File: src/rtl/fps_pkg.sv
package fps_pkg;

  localparam logic [7:0] OP_STATUS = 8'h05;
  localparam logic [7:0] OP_WREN   = 8'h06;
  localparam logic [7:0] OP_PROG   = 8'h02;
  localparam logic [7:0] FILLER    = 8'hFF;

  typedef enum logic [3:0] {
    S_IDLE,
    S_POLL_OP,
    S_POLL_DUM,
    S_POLL_CHK,
    S_WEN,
    S_WEL_OP,
    S_WEL_DUM,
    S_WEL_CHK,
    S_PRG_OP,
    S_PRG_ADR,
    S_PRG_DAT,
    S_FIN
  } seq_state_t;

endpackage

File: src/rtl/fps_xfer.sv
// Single-exchange byte port toward the SPI shifter.
module fps_xfer #(
  parameter int BYTE_W = 8
) (
  input  logic              clk,
  input  logic              rst,
  input  logic              go,
  input  logic [BYTE_W-1:0] go_byte,
  output logic              sh_req,
  output logic [BYTE_W-1:0] sh_tx,
  input  logic              sh_done,
  input  logic [BYTE_W-1:0] sh_rx,
  output logic              idle,
  output logic              fin,
  output logic [BYTE_W-1:0] rx_last
);

  logic pend;

  always_ff @(posedge clk) begin
    if (rst) begin
      pend    <= 1'b0;
      sh_req  <= 1'b0;
      sh_tx   <= '0;
      rx_last <= '0;
    end else begin
      sh_req <= 1'b0;
      if (go && !pend) begin
        pend   <= 1'b1;
        sh_req <= 1'b1;
        sh_tx  <= go_byte;
      end else if (pend && sh_done) begin
        pend    <= 1'b0;
        rx_last <= sh_rx;
      end
    end
  end

  assign idle = !pend;
  assign fin  = pend && sh_done;

endmodule

File: src/rtl/fps_cursor.sv
// Address and remaining-length tracker with page-end detection.
module fps_cursor #(
  parameter int ADDR_W = 24,
  parameter int LEN_W  = 16,
  parameter int PAGE_W = 8
) (
  input  logic              clk,
  input  logic              rst,
  input  logic              load,
  input  logic [ADDR_W-1:0] ld_addr,
  input  logic [LEN_W-1:0]  ld_len,
  input  logic              step,
  output logic [ADDR_W-1:0] addr,
  output logic [LEN_W-1:0]  remain,
  output logic              burst_last,
  output logic              empty
);

  always_ff @(posedge clk) begin
    if (rst) begin
      addr   <= '0;
      remain <= '0;
    end else if (load) begin
      addr   <= ld_addr;
      remain <= ld_len;
    end else if (step) begin
      addr   <= addr + ADDR_W'(1);
      remain <= remain - LEN_W'(1);
    end
  end

  assign burst_last = (remain == LEN_W'(1)) || (&addr[PAGE_W-1:0]);
  assign empty      = (remain == '0);

endmodule

File: src/rtl/flash_prog_seq.sv
module flash_prog_seq #(
  parameter int          ADDR_W    = 24,
  parameter int          LEN_W     = 16,
  parameter int          PAGE_W    = 8,
  parameter logic [7:0]  BUSY_MASK = 8'h01,
  parameter logic [7:0]  WEL_MASK  = 8'h02
) (
  input  logic              clk,
  input  logic              rst,
  input  logic              start,
  input  logic [ADDR_W-1:0] start_addr,
  input  logic [LEN_W-1:0]  length,
  input  logic [7:0]        in_data,
  input  logic              in_valid,
  output logic              in_ready,
  output logic              cs_n,
  output logic              sh_req,
  output logic [7:0]        sh_tx,
  input  logic              sh_done,
  input  logic [7:0]        sh_rx,
  output logic              busy,
  output logic              done,
  output logic [LEN_W-1:0]  byte_count
);
  import fps_pkg::*;

  localparam int ADDR_BYTES = ADDR_W / 8;
  localparam int AB_W       = (ADDR_BYTES > 1) ? $clog2(ADDR_BYTES) : 1;

  seq_state_t        state;
  logic [AB_W-1:0]   abyte;
  logic              last_q;
  logic              go;
  logic [7:0]        go_byte;
  logic              idle;
  logic              fin;
  logic [7:0]        rx_last;
  logic [ADDR_W-1:0] cur_addr;
  logic [LEN_W-1:0]  cur_remain;
  logic              burst_last;
  logic              empty;
  logic              dev_busy;
  logic              dev_wel;

  fps_xfer #(.BYTE_W(8)) u_xfer (
    .clk     (clk),
    .rst     (rst),
    .go      (go),
    .go_byte (go_byte),
    .sh_req  (sh_req),
    .sh_tx   (sh_tx),
    .sh_done (sh_done),
    .sh_rx   (sh_rx),
    .idle    (idle),
    .fin     (fin),
    .rx_last (rx_last)
  );

  fps_cursor #(.ADDR_W(ADDR_W), .LEN_W(LEN_W), .PAGE_W(PAGE_W)) u_cursor (
    .clk        (clk),
    .rst        (rst),
    .load       ((state == S_IDLE) && start),
    .ld_addr    (start_addr),
    .ld_len     (length),
    .step       ((state == S_PRG_DAT) && go),
    .addr       (cur_addr),
    .remain     (cur_remain),
    .burst_last (burst_last),
    .empty      (empty)
  );

  assign dev_busy = |(rx_last & BUSY_MASK);
  assign dev_wel  = |(rx_last & WEL_MASK);
  assign in_ready = (state == S_PRG_DAT) && idle;
  assign busy     = (state != S_IDLE);

  always_comb begin
    go      = 1'b0;
    go_byte = FILLER;
    case (state)
      S_POLL_OP, S_WEL_OP: begin
        go      = idle;
        go_byte = OP_STATUS;
      end
      S_POLL_DUM, S_WEL_DUM: begin
        go      = idle;
        go_byte = FILLER;
      end
      S_WEN: begin
        go      = idle;
        go_byte = OP_WREN;
      end
      S_PRG_OP: begin
        go      = idle;
        go_byte = OP_PROG;
      end
      S_PRG_ADR: begin
        go      = idle;
        go_byte = 8'(cur_addr >> {abyte, 3'b000});
      end
      S_PRG_DAT: begin
        go      = idle && in_valid;
        go_byte = in_data;
      end
      default: begin
        go      = 1'b0;
        go_byte = FILLER;
      end
    endcase
  end

  always_ff @(posedge clk) begin
    if (rst) begin
      state      <= S_IDLE;
      cs_n       <= 1'b1;
      done       <= 1'b0;
      byte_count <= '0;
      abyte      <= '0;
      last_q     <= 1'b0;
    end else begin
      done <= 1'b0;
      if (go) cs_n <= 1'b0;
      case (state)
        S_IDLE: begin
          if (start) begin
            byte_count <= '0;
            state      <= S_POLL_OP;
          end
        end
        S_POLL_OP:  if (fin) state <= S_POLL_DUM;
        S_POLL_DUM: begin
          if (fin) begin
            cs_n  <= 1'b1;
            state <= S_POLL_CHK;
          end
        end
        S_POLL_CHK: begin
          if (dev_busy)   state <= S_POLL_OP;
          else if (empty) state <= S_FIN;
          else            state <= S_WEN;
        end
        S_WEN: begin
          if (fin) begin
            cs_n  <= 1'b1;
            state <= S_WEL_OP;
          end
        end
        S_WEL_OP:  if (fin) state <= S_WEL_DUM;
        S_WEL_DUM: begin
          if (fin) begin
            cs_n  <= 1'b1;
            state <= S_WEL_CHK;
          end
        end
        S_WEL_CHK: state <= dev_wel ? S_PRG_OP : S_WEN;
        S_PRG_OP: begin
          if (fin) begin
            abyte <= AB_W'(ADDR_BYTES - 1);
            state <= S_PRG_ADR;
          end
        end
        S_PRG_ADR: begin
          if (fin) begin
            if (abyte == '0) state <= S_PRG_DAT;
            else             abyte <= abyte - AB_W'(1);
          end
        end
        S_PRG_DAT: begin
          if (go) begin
            last_q     <= burst_last;
            byte_count <= byte_count + LEN_W'(1);
          end
          if (fin && last_q) begin
            cs_n  <= 1'b1;
            state <= S_POLL_OP;
          end
        end
        S_FIN: begin
          done  <= 1'b1;
          state <= S_IDLE;
        end
        default: state <= S_IDLE;
      endcase
    end
  end

endmodule

File: config.mk
export PLATFORM = sky130hd
export DESIGN_NAME = flash_prog_seq
export DESIGN_NICKNAME = d
export VERILOG_FILES = /design/src/rtl/fps_pkg.sv /design/src/rtl/fps_xfer.sv /design/src/rtl/fps_cursor.sv /design/src/rtl/flash_prog_seq.sv
export SDC_FILE = /design/constraint.sdc
export NUM_CORES = 1
export LEC_CHECK = 0
export BUFFER_PORTS_ARGS = -buffer_cell sky130_fd_sc_hd__buf_4
export CELL_PAD_IN_SITES_DETAIL_PLACEMENT = 1
export CELL_PAD_IN_SITES_GLOBAL_PLACEMENT = 1
export CORE_MARGIN = 5
export CORE_UTILIZATION = 36
export DETAILED_ROUTE_END_ITERATION = 7
export PLACE_DENSITY = 0.81
export SYNTH_ARGS = -nofsm -noshare
export SYNTH_HDL_FRONTEND = slang
export SYNTH_SLANG_ARGS = --single-unit
File: constraint.sdc
create_clock -name clk -period 2 [get_ports clk]
set_input_delay 0.3 -clock clk [delete_from_list [all_inputs] [get_ports clk]]
set_output_delay 0.3 -clock clk [all_outputs]
set_load 0.05 [all_outputs]
==> results.md <==
- Run status: completed
- Slew @ Worst Pin: 0.530 ns
- Avg WL per Cell: 18.8 um
- Footprint of the multi-input gates: 0.00260 mm^2
- Unrepaired setup endpoints after global routing: true
- Final max-slew violation count: 0
- TritonRoute pass-1 iters: 4
- EDFF count, synth: 0
- FF-to-FF setup slack: 0.04 ns
- Synth Flop Type: dfxtp_1
- Reg-to-reg endpoint: u_cursor.addr[10]
- DRT iter0 DRCs: 226
- Period utilisation layout: 98.0%
- Endpoints failing setup: 0
- Post-route DRC: 0
- # fillers: 1401
- Hold Crit Depth: 3
- Place WS: -0.0885 ns
- Mean post-synth cell area: 8.04 um^2
- Number of antenna diodes: 0
- Fraction of registers with async set/reset: 0%
- Commonest cells after routing, fill and taps aside: buf_4, dfxtp_1, nor2_1
- Worst EP required: 2.24 ns
- H-tree depth: 3
- Placer congestion estimate: 0.855
- Synthesized flop and latch total: 77
- Worst Setup Start Kind: flop
- Most common cell after layout, fill and taps aside: buf_4
- FMAX: 510 MHz
- WS Path Type: reg2reg
- DIE HEIGHT: 118 um
- Total Routed Length: 14.9 mm
- Max cap viols: 0
- Worst min-delay path category: in2reg
- Seq. cell area: 0.00155 mm^2
- Hold_sp: length[1]
- Post-synthesis sequential area ratio: 36.6%
- Io pins: 90
- Layout net count: 711
- Worst Hold End: u_cursor.remain[1]
- GRT overflow: 0
- Slew margin rel.: 64.3%
- Initial antenna violation count: 0
- Worst-path maximum fanout: 5
- Largest net degree at the start of global routing: 44
- Num CTS Buffers: 9
- FF-to-FF path depth: 4
- Die Width: 118 um
- Detailed-route via count: 4479
- Worst setup margin: 0.0391 ns
- Arr. time, crit path: 2.20 ns
- Global Route Usage Sum: 20.9%
- Vias in the first global route: 4718
- # rows: 39
- Later-pin clock latency in the skew report: 0.33 ns
- FF-to-FF Start: state[0]
- I/O Buffers: 83
- Pwr dens: 1300 mW/mm^2
- Final Hold Viols: 0
- Via density per instance: 5.66
- Count of clock tree sinks: 77
- Die ar.: 0.0140 mm^2
- Post-detail-place hpwl: 11.1 mm
- Pleak: 2.16 nW
- Peak VDD IR: 802 uV
- Distinct cells, synth: 61
- CTS tree: built
- Syn. warnings: 0
- Final Skew: 0.00425 ns
- Mapped Area: 0.00421 mm^2
- CTS Root Cell: clkbuf_16
- Clock-pin slew on the worst setup and hold paths: 0.06 ns
- Clock buffer depth: 2
- Core box area: 0.0115 mm^2
- Setup TNS: 0 ns
- Share of layout cells above drive strength 1: 28.4%
- Antenna Nets Post-Route: 0
- First-pass GRT wire length: 24.3 mm
- Final min period: 1.96 ns
- Post-Syn Nets: 590
- Starting Density: 36.7%
- Area Overhead vs Synth: 35.4%
- Setup crit end kind: flop
- Synth Instances: 524
-- registers in the layout, summed over array words and instances (netlist names) --
signal	cells
u_cursor.addr	24
byte_count	16
u_cursor.remain	16
u_xfer.sh_tx	8
state	4
abyte	2
u_xfer.rx_last	2
cs_n	1
done	1
last_q	1
u_xfer.pend	1
u_xfer.sh_req	1
-- power by group --
part           internal (W)  switching [W]
Clock              0.000935       0.000619
Sequential          0.00193       0.000386
Combinational       0.00142        0.00212
-- worst max-delay path by stage --
stage / start / end / cells past startpoint
after CTS: state[0] / byte_count[13] / 8
after global routing: u_cursor.remain[4] / state[1] / 6
after detailed placement: state[0] / byte_count[15] / 8
final: state[0] / u_cursor.addr[10] / 4
after floorplan: state[1] / u_cursor.addr[17] / 8
after global placement: state[0] / byte_count[15] / 8
-- synthesized netlist by cell type, drive strengths merged, types with 5 or more instances --
| master | instances | area (um^2) |
|---|---|---|
| and2 | 5 | 31.3 |
| nor3b | 5 | 37.5 |
| a21oi | 26 | 130 |
| nand2b | 6 | 37.5 |
| nand2 | 52 | 195 |
| nand4 | 15 | 93.8 |
| clkbuf | 25 | 93.8 |
| buf | 5 | 30.0 |
| o21ai | 23 | 115 |
| nor4 | 19 | 146 |
| xor2 | 18 | 158 |
| ha | 5 | 62.6 |
| inv | 12 | 45.0 |
| nand3 | 14 | 70.1 |
| a211oi | 26 | 200 |
| nor3 | 20 | 100 |
| nor2 | 66 | 250 |
| xnor2 | 17 | 149 |
| mux2i | 10 | 100 |
| a221oi | 6 | 52.6 |
| dfxtp | 77 | 1540 |
-- cell families (layout without fill, tap and decap cells) --
logic type      count (synthesis)  in the layout  synth area share, %
simple gates                  229            229                 27.7
compound gates                124            124                 20.2
xor+xnor                       35             35                 7.28
mux                            11             11                 2.64
fa+ha+maj                       5              5                 1.49
buf+inv                        43            168                 4.10
flops                          77             77                 36.6
-- cell type report --
class	instances	share of cell area, %
Tap cell	143	3.14
Clock inverter	1	0.0877
Sequential cell	77	27.1
Multi-Input combinational cell	404	45.5
Timing Repair Buffer	140	18.5
Clock buffer	14	4.80
Inverter	13	0.855
-- per-stage QoR --
step	hold WS, ns	area, um^2	cells	power, W	util, %
after floorplan	0.436	4220	524	0.00439	-
after global placement	0.463	5290	773	0.00557	46.1
after detailed placement	0.468	5290	773	0.00571	46.1
after CTS	0.207	5590	789	0.00732	48.8
after global routing	0.221	5700	792	0.00789	49.7
final	0.216	5700	792	0.00741	49.7
-- worst max-delay path, stage by stage, from the launching register on --
cell and delay (ns):
dfxtp_2 0.32, or3b_4 0.44, or4_4 0.47, or3_1 0.37
a311oi_1 0.26
-- what timing repair did --
action,4_1_cts,5_1_grt
hold endpoints to repair,0,0
resized for setup,3,26
hold buffers,0,0
setup buffers,1,3
endpoints found under the setup margin,13,27
pin swaps,1,2
cloned,0,0
-- layer usage --
metal | up-vias | global-route usage [%] | wire length [um]
met5 | - | 0 | 0
met4 | 0 | 5.81 | 214
met3 | 20 | 4.06 | 687
met2 | 94 | 35.3 | 7370
met1 | 2189 | 27.2 | 6640
li1 | 2176 | - | -
No activity file was read; power rests on OpenSTA's default activity.
